==> config.mk <==
export PLATFORM = sky130hd
export DESIGN_NAME = adc_pkt_resp
export DESIGN_NICKNAME = d
export VERILOG_FILES = /design/src/rtl/adc_pkt_pkg.sv /design/src/rtl/adc_cmd_rx.sv /design/src/rtl/adc_conv_ctrl.sv /design/src/rtl/adc_pkt_tx.sv /design/src/rtl/adc_pkt_resp.sv
export SDC_FILE = /design/constraint.sdc
export NUM_CORES = 1
export LEC_CHECK = 0
export ABC_AREA = 1
export BUFFER_PORTS_ARGS = -buffer_cell sky130_fd_sc_hd__buf_2
export CORE_MARGIN = 2
export CORE_UTILIZATION = 56
export DETAILED_ROUTE_END_ITERATION = 6
export PLACE_DENSITY = 0.77
export SKIP_CTS_REPAIR_TIMING = 1
export SLEW_MARGIN = 20
export SYNTH_ARGS = -nofsm -noshare
export SYNTH_HDL_FRONTEND = slang
export SYNTH_SLANG_ARGS = --single-unit
==> constraint.sdc <==
create_clock -name clk -period 1.65 [get_ports clk]
set_input_delay 0.4125 -clock clk [delete_from_list [all_inputs] [get_ports clk]]
set_output_delay 0.4125 -clock clk [all_outputs]
set_load 0.01 [all_outputs]
==> src/rtl/adc_pkt_pkg.sv <==
package adc_pkt_pkg;

  typedef enum logic [1:0] {
    CV_IDLE = 2'd0,
    CV_BUSY = 2'd1,
    CV_HOLD = 2'd2
  } cv_state_t;

  localparam logic [7:0] DEV_ADDR_DEFAULT = 8'hF0;
  localparam logic [7:0] CFG_RESET_DEFAULT = 8'h01;

endpackage

==> src/rtl/adc_cmd_rx.sv <==
module adc_cmd_rx #(
  parameter bit         ADDR_EN  = 1'b0,
  parameter logic [7:0] ADDR_VAL = 8'hF0,
  parameter logic [7:0] CFG_RST  = 8'h01
) (
  input  logic       clk,
  input  logic       rst_n,
  input  logic       rx_valid,
  input  logic [7:0] rx_data,
  output logic       rx_ready,
  output logic       cmd_wr,
  output logic [7:0] cmd_byte,
  output logic [7:0] cfg_q
);

  logic take;

  assign rx_ready = 1'b1;
  assign take     = rx_valid & rx_ready;
  assign cmd_byte = rx_data;

  generate
    if (ADDR_EN) begin : g_addr
      logic phase_q;
      logic match_q;

      always_ff @(posedge clk) begin
        if (!rst_n) begin
          phase_q <= 1'b0;
          match_q <= 1'b0;
        end else if (take) begin
          phase_q <= ~phase_q;
          if (!phase_q) match_q <= (rx_data == ADDR_VAL);
        end
      end

      assign cmd_wr = take & phase_q & match_q;

      // a command after a foreign address leaves the configuration alone
      a_r8_foreign_cmd_dropped: assert property (@(posedge clk) disable iff (!rst_n)
        (take && phase_q && !match_q) |=> $stable(cfg_q));
    end else begin : g_plain
      assign cmd_wr = take;
    end
  endgenerate

  always_ff @(posedge clk) begin
    if (!rst_n) cfg_q <= CFG_RST;
    else if (cmd_wr) cfg_q <= cmd_byte;
  end

endmodule

==> src/rtl/adc_conv_ctrl.sv <==
module adc_conv_ctrl
  import adc_pkt_pkg::*;
#(
  parameter int RES_W    = 10,
  parameter int MODE_POS = 0
) (
  input  logic             clk,
  input  logic             rst_n,
  input  logic             cmd_wr,
  input  logic [7:0]       cmd_byte,
  input  logic [7:0]       cfg_q,
  output logic             conv_start,
  input  logic             conv_done,
  input  logic [RES_W-1:0] conv_result,
  output logic             pkt_valid,
  input  logic             pkt_ready,
  output logic [7:0]       pkt_cfg,
  output logic [RES_W-1:0] pkt_res
);

  cv_state_t  state_q;
  logic       pend_q;
  logic [7:0] cfg_next;
  logic       demand_next;
  logic       demand_cmd;
  logic       start_req;

  assign cfg_next    = cmd_wr ? cmd_byte : cfg_q;
  assign demand_next = cfg_next[MODE_POS];
  assign demand_cmd  = cmd_wr & cmd_byte[MODE_POS];
  assign start_req   = pend_q | ~demand_next | demand_cmd;
  assign pkt_valid   = (state_q == CV_HOLD);

  always_ff @(posedge clk) begin
    if (!rst_n) begin
      state_q    <= CV_IDLE;
      pend_q     <= 1'b0;
      conv_start <= 1'b0;
      pkt_cfg    <= '0;
      pkt_res    <= '0;
    end else begin
      conv_start <= 1'b0;
      if (demand_cmd && state_q != CV_IDLE) pend_q <= 1'b1;
      unique case (state_q)
        CV_IDLE: begin
          if (start_req) begin
            conv_start <= 1'b1;
            pkt_cfg    <= cfg_next;
            pend_q     <= 1'b0;
            state_q    <= CV_BUSY;
          end
        end
        CV_BUSY: begin
          if (conv_done) begin
            pkt_res <= conv_result;
            state_q <= CV_HOLD;
          end
        end
        CV_HOLD: begin
          if (pkt_ready) state_q <= CV_IDLE;
        end
        default: state_q <= CV_IDLE;
      endcase
    end
  end

  // the start strobe lasts one cycle
  a_r2_start_one_cycle: assert property (@(posedge clk) disable iff (!rst_n)
    conv_start |=> !conv_start);

  // no start while a result waits for the transmitter
  a_r10_no_start_in_hold: assert property (@(posedge clk) disable iff (!rst_n)
    (state_q == CV_HOLD) |-> !conv_start);

  // continuous mode restarts two cycles after hand-off
  a_r4_burst_restart: assert property (@(posedge clk) disable iff (!rst_n)
    (state_q == CV_HOLD && pkt_ready && !cfg_q[MODE_POS]) |=> ##1 conv_start);

  // the echoed configuration does not move while a conversion is in flight
  a_r5_echo_frozen: assert property (@(posedge clk) disable iff (!rst_n)
    (state_q == CV_BUSY) |=> $stable(pkt_cfg));

endmodule

==> src/rtl/adc_pkt_tx.sv <==
module adc_pkt_tx #(
  parameter int         RES_W    = 10,
  parameter bit         ADDR_EN  = 1'b0,
  parameter logic [7:0] ADDR_VAL = 8'hF0
) (
  input  logic             clk,
  input  logic             rst_n,
  input  logic             pkt_valid,
  output logic             pkt_ready,
  input  logic [7:0]       pkt_cfg,
  input  logic [RES_W-1:0] pkt_res,
  output logic             tx_valid,
  input  logic             tx_ready,
  output logic [7:0]       tx_data
);

  localparam int NB    = ADDR_EN ? 4 : 3;
  localparam int FW    = NB * 8;
  localparam int CNT_W = $clog2(NB + 1);

  logic [15:0]      res_ext;
  logic [FW-1:0]    frame_w;
  logic [FW-1:0]    frame_q;
  logic [CNT_W-1:0] left_q;
  logic             load;
  logic             step;

  assign res_ext = 16'(pkt_res);

  generate
    if (ADDR_EN) begin : g_addr_frame
      assign frame_w = {ADDR_VAL, pkt_cfg, res_ext[15:8], res_ext[7:0]};
    end else begin : g_plain_frame
      assign frame_w = {pkt_cfg, res_ext[15:8], res_ext[7:0]};
    end
  endgenerate

  assign tx_valid  = (left_q != '0);
  assign pkt_ready = ~tx_valid;
  assign tx_data   = frame_q[FW-1 -: 8];
  assign load      = pkt_valid & pkt_ready;
  assign step      = tx_valid & tx_ready;

  always_ff @(posedge clk) begin
    if (!rst_n) begin
      left_q  <= '0;
      frame_q <= '0;
    end else if (load) begin
      left_q  <= CNT_W'(NB);
      frame_q <= frame_w;
    end else if (step) begin
      left_q  <= left_q - 1'b1;
      frame_q <= {frame_q[FW-9:0], 8'h00};
    end
  end

  // an offered byte holds under back-pressure
  a_r6_hold_byte: assert property (@(posedge clk) disable iff (!rst_n)
    (tx_valid && !tx_ready) |=> (tx_valid && $stable(tx_data)));

  generate
    if (ADDR_EN) begin : g_addr_chk
      // a reply opens with the device address
      a_r7_addr_leads: assert property (@(posedge clk) disable iff (!rst_n)
        load |=> (tx_valid && tx_data == ADDR_VAL));
    end
  endgenerate

endmodule

==> src/rtl/adc_pkt_resp.sv <==
module adc_pkt_resp
  import adc_pkt_pkg::*;
#(
  parameter int         RES_W    = 10,
  parameter bit         ADDR_EN  = 1'b0,
  parameter logic [7:0] ADDR_VAL = DEV_ADDR_DEFAULT,
  parameter logic [7:0] CFG_RST  = CFG_RESET_DEFAULT,
  parameter int         MODE_POS = 0
) (
  input  logic             clk,
  input  logic             rst_n,
  input  logic             rx_valid,
  output logic             rx_ready,
  input  logic [7:0]       rx_data,
  output logic             tx_valid,
  input  logic             tx_ready,
  output logic [7:0]       tx_data,
  output logic             conv_start,
  input  logic             conv_done,
  input  logic [RES_W-1:0] conv_result
);

  logic             cmd_wr;
  logic [7:0]       cmd_byte;
  logic [7:0]       cfg_q;
  logic             pkt_valid;
  logic             pkt_ready;
  logic [7:0]       pkt_cfg;
  logic [RES_W-1:0] pkt_res;

  adc_cmd_rx #(
    .ADDR_EN (ADDR_EN),
    .ADDR_VAL(ADDR_VAL),
    .CFG_RST (CFG_RST)
  ) u_rx (
    .clk     (clk),
    .rst_n   (rst_n),
    .rx_valid(rx_valid),
    .rx_data (rx_data),
    .rx_ready(rx_ready),
    .cmd_wr  (cmd_wr),
    .cmd_byte(cmd_byte),
    .cfg_q   (cfg_q)
  );

  adc_conv_ctrl #(
    .RES_W   (RES_W),
    .MODE_POS(MODE_POS)
  ) u_ctrl (
    .clk        (clk),
    .rst_n      (rst_n),
    .cmd_wr     (cmd_wr),
    .cmd_byte   (cmd_byte),
    .cfg_q      (cfg_q),
    .conv_start (conv_start),
    .conv_done  (conv_done),
    .conv_result(conv_result),
    .pkt_valid  (pkt_valid),
    .pkt_ready  (pkt_ready),
    .pkt_cfg    (pkt_cfg),
    .pkt_res    (pkt_res)
  );

  adc_pkt_tx #(
    .RES_W   (RES_W),
    .ADDR_EN (ADDR_EN),
    .ADDR_VAL(ADDR_VAL)
  ) u_tx (
    .clk      (clk),
    .rst_n    (rst_n),
    .pkt_valid(pkt_valid),
    .pkt_ready(pkt_ready),
    .pkt_cfg  (pkt_cfg),
    .pkt_res  (pkt_res),
    .tx_valid (tx_valid),
    .tx_ready (tx_ready),
    .tx_data  (tx_data)
  );

endmodule

==> impl_metrics.yaml <==
status:
  status: "finished, final reports clean"
yosys:
  syn-mean-instance-area_um2: 7.24
  postSynth.asyncResetShare: 0
  ys.warnings.count: 0
  syn_area_um2: 2460
  seq_area_frac_synth: 0.455
  synth_edf_count: 0
  syn_inst: 340
  ys_types: 28
  synth_nets: 364
  ys_seq_elements: 56
  ys.flop_type: "dfxtp_1"
worst_setup_path:
  cp_data_arrival_time_ps: 1120
  cp.required_ps: 1240
  critical_path.startpoint_type: "register"
  crit_fanout: 3
  cp-end-kind: "output pin"
  max_stage_delay_ps: 310
  cp_slowest_cell: "dfxtp_1"
  critPathKind: "register to output pin"
  path_cells: "inv_1 > ha_2 > inv_2 > buf_4"
cells_and_area:
  syn_to_final_growth_pct: 8.23
  n_antenna_cell: 0
  drive_gt1_frac: 0.174
  design_area_um2: 2670
  nNetsFinal: 385
  nFillCells: 438
placement:
  gp_congestion: 0.843
  io_buffer_count: 32
  post-place-ws_ps: 189
  hpwlAfterDp_mm: 3.22
  place_area_um2: 2550
timing:
  report.final.slew_viol_count: 0
  fin_tns_setup_ps: 0
  min_period_ps: 1540
  setup_slack_ps: 114
  hold_viol_final: 0
  clock_skew_ps: 7.83
  whs_ps: 319
  setup-violations-final: 0
  period_share: 0.931
  timing.fmax_mhz: 651
  rsz0062_at_grt: "no"
global_route:
  antenna_found_initial: 0
  grt_pass1_wl_mm: 8.27
  track_usage: 0.206
  gr-total-overflow: 0
  grt_pass1_vias: 1884
  grt_max_degree: 30
die:
  die_w_um: 70.3
  dieHeight_um: 70.3
  dieArea_um2: 4940
  io_pins: 34
  core_area_um2: 4290
  start_util: 0.573
  rows: 24
cts:
  cts_buffers: 5
  worstSkewPairLatency_ps: 310
  clockBufferDepth: 2
  htree_levels: 2
  root_buffer: "clkbuf_8"
  clk_pin_slew_ps: 100
  cts_tree: "done"
  cts_sinks: 56
route:
  drt-total-wl_mm: 4.65
  drt_iter0_drc: 171
  ant_nets: 0
  wl_per_cell_um: 11.2
  vias: 2071
  vias_per_cell: 5.00
  drc_errors: 0
  drt-pass1-iter-count: 4
run:
  cap_violations: 0
worst_hold_path:
  min_path_type: "input port to register"
power:
  power.leakage_uw: 0.00128
  cellPowerDensity_nw_per_um2: 1070
  peakVddDrop_mv: 0.582
routing by layer:
metal	vias up	wire length, um	global-route usage
met5	-	0	0
met4	0	60	0.0577
met3	7	242	0.0534
met2	48	2140	0.332
met1	925	2210	0.274
li1	1091	-	-
cell usage in the layout (no fill, tap or decap):
master	n
clkbuf_1	1
ha_2	1
dfxtp_1	56
bufinv_16	1
a21oi_1	17
nor2_2	2
nand3b_4	1
clkbuf_8	5
buf_4	10
nand2_2	1
nor2_4	1
nor2_1	74
nand2_4	1
nand4_1	17
nand4_2	1
a21boi_1	1
nand2_1	69
o21ai_0	9
clkinv_2	1
o21ai_1	2
inv_1	32
nor3_1	1
conb_1	1
o211ai_1	1
buf_2	31
nand3_2	1
inv_4	1
inv_2	5
nand3_1	18
layout make-up:
type	instances	area, um^2	share of cell area
Clock buffer	6	72.6	0.0272
Tap cell	52	65.1	0.0244
Multi-Input combinational cell	219	996	0.374
Sequential cell	56	1120	0.421
Timing Repair Buffer	41	230	0.0864
Clock inverter	2	35.0	0.0131
Inverter	38	145	0.0545
power breakdown:
group	total [uW]	leakage, uW	switching, uW	internal, uW
Combinational	493	0.000765	330	163
Clock	879	0.0000552	428	451
Sequential	1470	0.000458	41.1	1430
Total	2850	0.00128	799	2050
worst max-delay path, delay by kind of cell (launching register included):
| family | cells | cell delay [ps] |
|---|---|---|
| flip-flops | 1 | 310 |
| buffers and inverters | 3 | 310 |
| adder cells (fa/ha/maj) | 1 | 220 |
flip-flops by register name (all words and copies together) (netlist names):
| signal | count |
|---|---|
| u_ctrl.pkt_cfg | 8 |
| u_ctrl.pend_q | 1 |
| u_rx.cfg_q | 8 |
| u_ctrl.conv_start | 1 |
| u_tx.frame_q | 24 |
| u_ctrl.state_q | 2 |
| u_tx.left_q | 2 |
| u_ctrl.pkt_res | 10 |
final timing paths:
kind	start	end	slack [ps]	cells after the start
worst max-delay path	u_tx.left_q[0]	tx_valid	110	4
worst min-delay path	conv_result[5]	u_ctrl.pkt_res[5]	320	3
worst max register to register	u_tx.left_q[0]	u_tx.frame_q[23]	230	8
worst min register to register	u_tx.frame_q[3]	u_tx.frame_q[11]	470	2
kinds of logic (layout without fill, tap and decap cells):
group	after synthesis	after routing	synth area share
other	1	1	0.00152
and+or+nand+nor	187	187	0.334
AOI/OAI and AO/OA	30	30	0.0630
adders and majority gates	1	1	0.00508
buffers and inverters	65	87	0.141
DFF	56	56	0.455
per-stage QoR:
step / utilization / std cells / power [uW]
final: 0.621 / 414 / 2850
after CTS: 0.619 / 414 / 2860
after global placement: 0.594 / 406 / 1970
after floorplan: - / 340 / 1890
after global routing: 0.621 / 414 / 3000
after detailed placement: 0.594 / 406 / 1990
Yosys cell counts (2+ instances only):
master | instances | share of area
nor2_2 | 2 | 0.0051
o21ai_1 | 2 | 0.0041
buf_4 | 15 | 0.046
inv_2 | 5 | 0.0076
buf_6 | 3 | 0.014
nand4_1 | 17 | 0.043
nand3_1 | 18 | 0.037
buf_2 | 5 | 0.010
inv_1 | 32 | 0.049
clkbuf_1 | 3 | 0.0046
a21oi_1 | 17 | 0.035
nor2_1 | 74 | 0.11
o21ai_0 | 9 | 0.018
nand2_1 | 69 | 0.11
dfxtp_1 | 56 | 0.46
Power figures use the tool's default switching activity.
